==> src/rtl/rr_hint_pkg.sv <==
package rr_hint_pkg;
  typedef enum logic [1:0] {
    EV_NONE  = 2'd0,
    EV_MISS  = 2'd1,
    EV_LOAD  = 2'd2,
    EV_INVAL = 2'd3
  } hint_ev_e;
endpackage

==> src/rtl/rr_victim_ptr.sv <==
module rr_victim_ptr #(
  parameter int WAY_W = 2
) (
  input  logic             clk,
  input  logic             rst_n,
  input  logic             upd_en,
  input  logic [WAY_W-1:0] upd_val,
  output logic [WAY_W-1:0] ptr_q
);
  always_ff @(posedge clk) begin
    if (!rst_n)      ptr_q <= '0;
    else if (upd_en) ptr_q <= upd_val;
  end
endmodule

==> src/rtl/rr_assist_reg.sv <==
module rr_assist_reg
  import rr_hint_pkg::*;
#(
  parameter int NWAYS  = 4,
  parameter int WAY_W  = 2,
  parameter int ESEL_W = 4
) (
  input  logic              clk,
  input  logic              rst_n,
  input  hint_ev_e          ev,
  input  logic [WAY_W-1:0]  ptr,
  input  logic [ESEL_W-1:0] ld_sel,
  input  logic [WAY_W-1:0]  ld_nv,
  output logic [ESEL_W-1:0] sel_q,
  output logic [WAY_W-1:0]  nv_q
);
  localparam logic [WAY_W-1:0] LAST_WAY = WAY_W'(NWAYS - 1);

  logic [WAY_W-1:0] ptr_succ;
  assign ptr_succ = (ptr == LAST_WAY) ? '0 : ptr + 1'b1;

  always_ff @(posedge clk) begin
    if (!rst_n) begin
      sel_q <= '0;
      nv_q  <= '0;
    end else begin
      unique case (ev)
        EV_MISS: begin
          sel_q <= ESEL_W'(ptr);
          nv_q  <= ptr_succ;
        end
        EV_LOAD: begin
          sel_q <= ld_sel;
          nv_q  <= ld_nv;
        end
        EV_INVAL: nv_q <= ptr;  // value carries no guarantee
        default: ;
      endcase
    end
  end
endmodule

==> src/rtl/rr_wr_stage.sv <==
module rr_wr_stage #(
  parameter int ESEL_W = 4,
  parameter int SET_W  = 7
) (
  input  logic              clk,
  input  logic              rst_n,
  input  logic              in_valid,
  output logic              in_ready,
  input  logic              in_fa,
  input  logic [ESEL_W-1:0] in_entry,
  input  logic [SET_W-1:0]  in_set,
  output logic              out_valid,
  input  logic              out_ready,
  output logic              out_fa,
  output logic [ESEL_W-1:0] out_entry,
  output logic [SET_W-1:0]  out_set
);
  assign in_ready = !out_valid || out_ready;

  always_ff @(posedge clk) begin
    if (!rst_n) begin
      out_valid <= 1'b0;
      out_fa    <= 1'b0;
      out_entry <= '0;
      out_set   <= '0;
    end else if (in_ready) begin
      out_valid <= in_valid;
      if (in_valid) begin
        out_fa    <= in_fa;
        out_entry <= in_entry;
        out_set   <= in_set;
      end
    end
  end
endmodule

==> src/rtl/rr_tlb_victim_hint.sv <==
module rr_tlb_victim_hint
  import rr_hint_pkg::*;
#(
  parameter int NWAYS      = 4,
  parameter int FA_ENTRIES = 16,
  parameter int EA_W       = 32,
  parameter int SET_W      = 7,
  parameter int SET_LSB    = 12,
  localparam int WAY_W     = $clog2(NWAYS),
  localparam int FA_W      = $clog2(FA_ENTRIES),
  localparam int ESEL_W    = (FA_W > WAY_W) ? FA_W : WAY_W
) (
  input  logic              clk,
  input  logic              rst_n,
  input  logic              miss_i,
  input  logic              inval_i,
  input  logic              sw_ld_i,
  input  logic [ESEL_W-1:0] sw_way_sel_i,
  input  logic [WAY_W-1:0]  sw_nv_i,
  input  logic              req_valid_i,
  output logic              req_ready_o,
  input  logic              req_fa_i,
  input  logic [EA_W-1:0]   req_ea_i,
  output logic              cmd_valid_o,
  input  logic              cmd_ready_i,
  output logic              cmd_fa_o,
  output logic [ESEL_W-1:0] cmd_entry_o,
  output logic [SET_W-1:0]  cmd_set_o,
  output logic [ESEL_W-1:0] hint_way_sel_o,
  output logic [WAY_W-1:0]  hint_nv_o
);
  hint_ev_e          ev;
  logic [WAY_W-1:0]  ptr_q;
  logic              fire;
  logic              sa_fire;
  logic [ESEL_W-1:0] entry_sel;
  logic [SET_W-1:0]  set_sel;
  logic              unused_ea;

  assign unused_ea = ^req_ea_i;

  always_comb begin
    if (inval_i)      ev = EV_INVAL;
    else if (sw_ld_i) ev = EV_LOAD;
    else if (miss_i)  ev = EV_MISS;
    else              ev = EV_NONE;
  end

  assign fire    = req_valid_i && req_ready_o;
  assign sa_fire = fire && !req_fa_i;

  assign entry_sel = req_fa_i ? hint_way_sel_o : ESEL_W'(hint_way_sel_o[WAY_W-1:0]);
  assign set_sel   = req_fa_i ? '0 : req_ea_i[SET_LSB +: SET_W];

  rr_victim_ptr #(.WAY_W(WAY_W)) u_ptr (
    .clk     (clk),
    .rst_n   (rst_n),
    .upd_en  (sa_fire),
    .upd_val (hint_nv_o),
    .ptr_q   (ptr_q)
  );

  rr_assist_reg #(.NWAYS(NWAYS), .WAY_W(WAY_W), .ESEL_W(ESEL_W)) u_assist (
    .clk    (clk),
    .rst_n  (rst_n),
    .ev     (ev),
    .ptr    (ptr_q),
    .ld_sel (sw_way_sel_i),
    .ld_nv  (sw_nv_i),
    .sel_q  (hint_way_sel_o),
    .nv_q   (hint_nv_o)
  );

  rr_wr_stage #(.ESEL_W(ESEL_W), .SET_W(SET_W)) u_wr (
    .clk       (clk),
    .rst_n     (rst_n),
    .in_valid  (req_valid_i),
    .in_ready  (req_ready_o),
    .in_fa     (req_fa_i),
    .in_entry  (entry_sel),
    .in_set    (set_sel),
    .out_valid (cmd_valid_o),
    .out_ready (cmd_ready_i),
    .out_fa    (cmd_fa_o),
    .out_entry (cmd_entry_o),
    .out_set   (cmd_set_o)
  );
endmodule

==> config.mk <==
export PLATFORM = sky130hd
export DESIGN_NAME = rr_tlb_victim_hint
export DESIGN_NICKNAME = d
export VERILOG_FILES = /design/src/rtl/rr_hint_pkg.sv /design/src/rtl/rr_victim_ptr.sv /design/src/rtl/rr_assist_reg.sv /design/src/rtl/rr_wr_stage.sv /design/src/rtl/rr_tlb_victim_hint.sv
export SDC_FILE = /design/constraint.sdc
export NUM_CORES = 1
export LEC_CHECK = 0
export CORE_ASPECT_RATIO = 1.5
export CORE_MARGIN = 2
export CORE_UTILIZATION = 30
export DETAILED_ROUTE_END_ITERATION = 8
export DONT_BUFFER_PORTS = 1
export SYNTH_ARGS = -nofsm -noshare
export SYNTH_HDL_FRONTEND = slang
export SYNTH_SLANG_ARGS = --single-unit
export TNS_END_PERCENT = 50
==> constraint.sdc <==
create_clock -name clk -period 1.2 [get_ports clk]
set_input_delay 0.06 -clock clk [delete_from_list [all_inputs] [get_ports clk]]
set_output_delay 0.06 -clock clk [all_outputs]
set_load 0.02 [all_outputs]
==> results of run 1 <==
==> cell usage in the layout, fill, tap and decap left out, types with 4 or more instances in the layout <==
master | synthesis | routed
dfxtp_1 | 21 | 20
o21ai_0 | 13 | 13
a21boi_0 | 14 | 13
dlygate4sd3_1 | 0 | 9
buf_4 | 3 | 9
nand2_1 | 8 | 8
nand4b_1 | 7 | 7
nand3_1 | 6 | 6
mux2i_1 | 4 | 4
==> logic make-up after synthesis <==
group / Yosys count
and+or+nand+nor: 33
adders and majority gates: 4
AOI/OAI and AO/OA: 34
buffers and inverters: 15
DFF: 21
muxes: 4
==> path summary, 6_finish.rpt <==
check / startpoint / end / slack (ns) / cells past startpoint
worst min register to register: u_ptr.ptr_q[1]$_SDFFE_PN0P_ / u_ptr.ptr_q[1]$_SDFFE_PN0P_ / 0.49 / 2
worst max register to register: u_wr.out_valid$_SDFFE_PN0N_ / u_wr.out_set[3]$_SDFFE_PN0P_ / 0.08 / 4
worst min-delay path: req_fa_i / u_wr.out_fa$_SDFFE_PN0P_ / 0.003 / 2
worst max-delay path: u_wr.out_valid$_SDFFE_PN0N_ / req_ready_o / 0.05 / 3
==> sequential cells by signal, summed over array words and instances (netlist names) <==
name / count
u_assist.nv_q: 2
u_assist.sel_q: 4
u_ptr.ptr_q: 2
u_wr.out_entry: 4
u_wr.out_fa: 1
u_wr.out_set: 7
u_wr.out_valid: 1
==> cells in the mapped netlist, types with 2 or more instances <==
master / number / area, um^2
o211a_1: 2 / 20.02
nand4b_1: 7 / 61.31
dfxtp_1: 21 / 420.4
nor3_1: 2 / 10.01
ha_1: 4 / 50.05
buf_4: 3 / 22.52
nand4_1: 2 / 12.51
clkbuf_1: 3 / 11.26
nand3_1: 6 / 30.03
inv_1: 3 / 11.26
nand2b_1: 3 / 18.77
buf_2: 3 / 15.01
a21boi_0: 14 / 105.1
nand2_1: 8 / 30.03
o21ai_0: 13 / 65.06
mux2i_1: 4 / 40.04
==> cell type report <==
type | instances | area, um^2
Clock buffer | 4 | 45.04
Fill cell | 338 | 2078
Sequential cell | 21 | 421.7
Multi-Input combinational cell | 75 | 556.8
Inverter | 5 | 26.28
Tap cell | 42 | 52.55
Timing Repair Buffer | 19 | 170.2
==> timing repair <==
| action | CTS | global route |
|---|---|---|
| setup buffers | 0 | 1 |
| hold buffers | 10 | 0 |
| setup endpoints to repair | 1 | 22 |
| resized for setup | 1 | 4 |
| endpoints found under the hold margin | 21 | 0 |
==> through the flow <==
step | power (mW) | hold WS (ns) | utilization, % | instances | TNS, ns
final | 1.453 | 0.003425 | 37.98 | 166 | 0
after global routing | 1.534 | 0.007728 | 37.98 | 166 | 0
after CTS | 1.466 | 0.001284 | 37.49 | 165 | 0
after detailed placement | 0.9695 | 0.1995 | 33.08 | 151 | 0
after global placement | 0.9600 | 0.1992 | 33.08 | 151 | 0
after floorplan | 0.9512 | 0.2108 | - | 111 | -0.02213
==> power groups by stage <==
stage               Sequential, mW  Combinational, mW  Clock [mW]
detailed placement           0.804              0.165           0
global route                 0.792              0.235       0.507
CTS                          0.788              0.209       0.470
global placement             0.802              0.158           0
finish                       0.787              0.213       0.453
floorplan                    0.793              0.158           0
==> layer usage <==
layer  track usage [%]  vias up  wire, um
met2             24.30       39      1356
met1             14.04      400      1012
met5                 0        -         0
met4             3.684        0        36
met3             3.529        4       208
li1                  -      422         -
==> flow_metrics.py, run 1 <==
metrics = {
    "status": {
        "status": "finished, final reports clean",
    },
    "finish": {
        "fin_nets": 175,
        "area_growth_syn_to_layout_pct": 22.68,
        "n_antenna_cell": 0,
        "drive_gt1_share_pct": 17.74,
        "final_area_mm2": 0.001272,
    },
    "yosys": {
        "synth_top_family_by_area": "compound AO/OA/AOI/OAI gates",
        "synthMuxAreaShare_pct": 3.860,
        "synth_area_mm2": 0.001037,
        "ys_ff_latch": 21,
        "synthSimpleGateAreaFrac_pct": 20.02,
        "synthXorXnorAreaFrac_pct": 0,
        "synthArstFlopShare_pct": 0,
        "ys_warn_count": 0,
        "yosysUniqueCellTypes": 29,
        "syn_avg_cell_area_um2": 9.345,
        "synthesis.nets": 161,
        "synthAdderAreaFrac_pct": 4.825,
        "synthFlopType": "dfxtp_1",
        "syn_inst": 111,
        "synth-compound-area-share_pct": 23.28,
        "synth_edf_count": 0,
        "seq_area_frac_synth_pct": 40.53,
    },
    "sta": {
        "fin_ws_ns": 0.04603,
        "worstMarginPinSlew_ns": 0.7159,
        "slew_violations": 0,
        "period_share_pct": 96.16,
        "slew_headroom_pct": 52.27,
        "hold_viol": 0,
        "max_clock_freq_ghz": 0.8666,
        "fin_crit_ns": 1.154,
        "setup_viol": 0,
        "clock_skew_ns": 0.002677,
        "rsz0062_at_grt": "false",
    },
    "setup_path": {
        "crit_buf_inv": 2,
        "startpoint_type": "register",
        "max_stage_delay_ns": 0.34,
        "cp_slowest_cell": "dfxtp_1",
        "crit_required_ns": 1.14,
        "crit_type": "reg -> out",
        "worst_ep_arrival_time_ns": 1.09,
        "cp_max_fo": 14,
        "crit_chain": "nor2b_4 -> inv_4 -> buf_4",
        "cp-end-kind": "output port",
        "crit_family": "flip-flops",
    },
    "global_routing": {
        "grt_pass1_wl_um": 4029,
        "grt_use_total_pct": 13.21,
        "antenna_found_initial": 0,
        "grt_start_max_net_pins": 24,
        "grt_pass1_vias": 896,
        "grt_overflow": 0,
    },
    "detailed_routing": {
        "drt_iter0_drc": 8,
        "routed_wl_um": 2613,
        "first_pass_iters": 4,
        "antenna_left": 0,
        "wl_per_cell_um": 15.74,
        "post_drt_via_cell_ratio": 5.211,
        "drc": 0,
        "vias": 865,
    },
    "power_and_ir_drop": {
        "power_frac_clock_pct": 31.2,
        "p_sw_mw": 0.3812,
        "peakVddDrop_mv": 0.6326,
        "internal-power_mw": 1.072,
        "p_sw_share_pct": 26.23,
        "cellPowerDensity_mw_per_mm2": 1142,
        "power_frac_seq_pct": 54.2,
        "power.leakage_nw": 0.5179,
        "combPwrFrac_pct": 14.6,
    },
    "floorplanning": {
        "core_area_mm2": 0.003351,
        "fp.dieW_um": 52.01,
        "pin_count": 66,
        "start_util_pct": 30.96,
        "placementRows": 26,
        "fp.dieH_um": 76.02,
        "dieArea_mm2": 0.003954,
    },
    "place": {
        "routabilityCongestion": 0.7376,
        "port_buffers": 0,
        "place_ws_ns": 0.03118,
        "placed_area_mm2": 0.001109,
        "hpwl_um": 1822,
    },
    "cts": {
        "clock_latency_ns": 0.25,
        "cts_root_buffer": "clkbuf_8",
        "cts_tree": "built",
        "cts_max_level": 1,
        "numCtsBuffers": 3,
        "cts.clk_slew.worst_paths_ns": 0.08,
        "cts.sinks": 21,
        "clockBufferDepth": 2,
    },
    "hold_path": {
        "hp-class": "in -> reg",
    },
    "job": {
        "max_cap_violations": 0,
    },
}
Note: power is estimated with default switching activity, not from simulation.
==> run 2, diff against run 1 <==
--- a/config.mk
+++ b/config.mk
@@ -10,6 +10,7 @@
 export CORE_UTILIZATION = 30
 export DETAILED_ROUTE_END_ITERATION = 8
 export DONT_BUFFER_PORTS = 1
+export RECOVER_POWER = 100
 export SYNTH_ARGS = -nofsm -noshare
 export SYNTH_HDL_FRONTEND = slang
 export SYNTH_SLANG_ARGS = --single-unit
==> run 2 against run 1 <==
Compared with the run above: utilization down 0.97 points; count of clock-buffer cells in the layout did not move; flip-flop and latch count did not move; register-to-register slack about the same; clock skew hardly changed; total power is 0.83% lower; final area is 2.6% lower; global-route usage unchanged; worst hold slack barely moved; via count grew 0.12%; first-iteration DRC count rose by 75%; final cell count unchanged; critical path type unchanged; largest cell class unchanged.
==> flow_metrics.py, run 2 (synthesis results as in run 1) <==
metrics = {
    "finish": {
        "n_antenna_cell": 0,
        "instances_no_fill": 166,
        "largest_reg_flops": 7,
        "largest_register": "u_wr.out_set",
        "utilization_pct": 37.01,
        "drive_gt1_share_pct": 12.90,
        "final_common_cell": "dfxtp_1",
        "final_cell_mix": "dfxtp_1, a21boi_0, o21ai_0",
        "reg_top3": "u_wr.out_set (7), u_assist.sel_q (4), u_wr.out_entry (4)",
        "fin_nets": 175,
        "area_growth_syn_to_layout_pct": 19.54,
    },
    "setup_path": {
        "cp-end-kind": "output port",
        "worst_ep_arrival_time_ns": 1.08,
        "crit_required_ns": 1.14,
        "crit_chain": "nor2b_4 -> inv_4 -> buf_4",
        "max_stage_delay_ns": 0.33,
        "cp_max_fo": 14,
        "r2r_end": "u_wr.out_set[3]$_SDFFE_PN0P_",
        "startpoint_type": "register",
        "crit_buf_inv": 2,
        "crit_family": "flip-flops",
        "crit_type": "reg -> out",
        "timing.rr.start": "u_wr.out_valid$_SDFFE_PN0N_",
        "cp_slowest_cell": "dfxtp_1",
        "rr_worst_depth": 4,
        "reg2reg_slack_ns": 0.08,
    },
    "global_routing": {
        "grt_pass1_wl_um": 4029,
        "grt_pass1_vias": 896,
        "grt_use_total_pct": 13.21,
        "grt_start_max_net_pins": 24,
        "grt_overflow": 0,
        "antenna_found_initial": 0,
    },
    "cts": {
        "clock_latency_ns": 0.25,
        "cts_max_level": 1,
        "cts_tree": "built",
        "cts_root_buffer": "clkbuf_8",
        "clockBufferDepth": 2,
        "cts.clk_slew.worst_paths_ns": 0.08,
        "cts.sinks": 21,
        "numCtsBuffers": 3,
    },
    "power_and_ir_drop": {
        "power_frac_seq_pct": 54.6,
        "power.leakage_nw": 0.4969,
        "p_sw_share_pct": 26.26,
        "cellPowerDensity_mw_per_mm2": 1162,
        "p_sw_mw": 0.3784,
        "power_frac_clock_pct": 31.4,
        "internal-power_mw": 1.063,
        "combPwrFrac_pct": 13.9,
        "peakVddDrop_mv": 0.6295,
    },
    "floorplanning": {
        "fp.dieH_um": 76.02,
        "core_area_mm2": 0.003351,
        "pin_count": 66,
        "dieArea_mm2": 0.003954,
        "start_util_pct": 30.96,
        "placementRows": 26,
        "fp.dieW_um": 52.01,
    },
    "sta": {
        "hold_viol": 0,
        "period_share_pct": 95.36,
        "slew_violations": 0,
        "max_clock_freq_ghz": 0.8739,
        "clock_skew_ns": 0.002269,
        "fin_crit_ns": 1.144,
        "hold_ws_ns": 0.003254,
        "worstMarginPinSlew_ns": 0.7103,
        "rsz0062_at_grt": "false",
        "setup_viol": 0,
        "slew_headroom_pct": 52.65,
    },
    "detailed_routing": {
        "drc": 0,
        "first_pass_iters": 4,
        "routed_wl_um": 2602,
        "vias": 866,
        "wl_per_cell_um": 15.67,
        "antenna_left": 0,
        "post_drt_via_cell_ratio": 5.217,
        "drt_iter0_drc": 14,
    },
    "hold_path": {
        "holdPathStages": 2,
        "hp-class": "in -> reg",
        "hold-path-endpoint": "u_wr.out_fa$_SDFFE_PN0P_",
        "hp-start": "req_fa_i",
    },
    "job": {
        "max_cap_violations": 0,
    },
    "status": {
        "status": "finished, final reports clean",
    },
    "place": {
        "routabilityCongestion": 0.7376,
        "placed_cells_incl_taps": 151,
        "hpwl_um": 1822,
        "port_buffers": 0,
    },
}
==> run 2: cell types whose count changed in the layout (fill, tap and decap cells not counted) <==
cell	before	now
a21boi_0	13	14
a21boi_1	2	1
buf_4	9	3
clkbuf_1	1	5
clkbuf_2	0	1
clkbuf_4	0	1
ha_1	3	4
ha_4	1	0
or2_0	0	1
or2_4	1	0
==> run 2: layout make-up <==
class | instances | area (um^2)
clock buffers | 4 | 45.04
fillers | 345 | 2111
inverters | 5 | 26.28
multi-input cells | 75 | 541.8
flip-flops and latches | 21 | 421.7
well taps | 42 | 52.55
repair buffers | 19 | 152.6
==> run 2: worst max path at each step <==
stage                                          end                   startpoint  slack, ns  cells past startpoint
global route        u_wr.out_entry[1]$_SDFFE_PN0P_  u_wr.out_valid$_SDFFE_PN0N_      0.002                      4
global placement     u_assist.nv_q[0]$_SDFFE_PN0P_                      sw_ld_i       0.05                      5
finish                                 req_ready_o  u_wr.out_valid$_SDFFE_PN0N_       0.06                      3
CTS                                    req_ready_o  u_wr.out_valid$_SDFFE_PN0N_      0.007                      3
floorplan            u_assist.nv_q[0]$_SDFFE_PN0P_                      sw_ld_i      -0.02                      6
detailed placement   u_assist.nv_q[0]$_SDFFE_PN0P_                      sw_ld_i       0.03                      5
==> run 2: metal layers <==
metal / track usage [%] / vias to the layer above / wire length [um] / part of all wire [%]
met1: 14.04 / 402 / 1024 / 39
met2: 24.30 / 38 / 1354 / 52
met5: 0 / - / 0 / 0
li1: - / 422 / - / -
met4: 3.684 / 0 / 36 / 1.4
met3: 3.529 / 4 / 186 / 7.1
==> run 2: worst reg2reg max path, delay by kind of cell (launching register included) <==
| family | cells | cell delay [ns] |
|---|---|---|
| flip-flops | 1 | 0.33 |
| AO/OA/AOI/OAI | 2 | 0.29 |
| AND/OR/NAND/NOR | 1 | 0.22 |
| buffers and inverters | 1 | 0.19 |
==> run 2: power by group through the flow <==
stage	registers, mW	logic (mW)	clock network [mW]
2_1_floorplan	0.793	0.158	0
3_3_place_gp	0.802	0.158	0
3_5_place_dp	0.804	0.165	0
4_1_cts	0.788	0.209	0.470
5_1_grt	0.792	0.224	0.507
6_report	0.787	0.201	0.453
==> run 2: timing repair <==
item                                    CTS  global route
endpoints found under the setup margin    1            22
endpoints found under the hold margin    21             0
hold buffers                             10             0
setup buffers                             0             1
gates resized for setup                   1             4
==> run 2: metrics by stage <==
stage	power, mW	cell area, um^2	TNS [ns]	setup WS, ns
6_report	1.441	1240	0	0.05570
5_1_grt	1.523	1240	0	0.001738
4_1_cts	1.466	1256	0	0.006523
3_5_place_dp	0.9695	1109	0	0.03118
3_3_place_gp	0.9600	1109	0	0.05146
2_1_floorplan	0.9512	1056	-0.02213	-0.02213
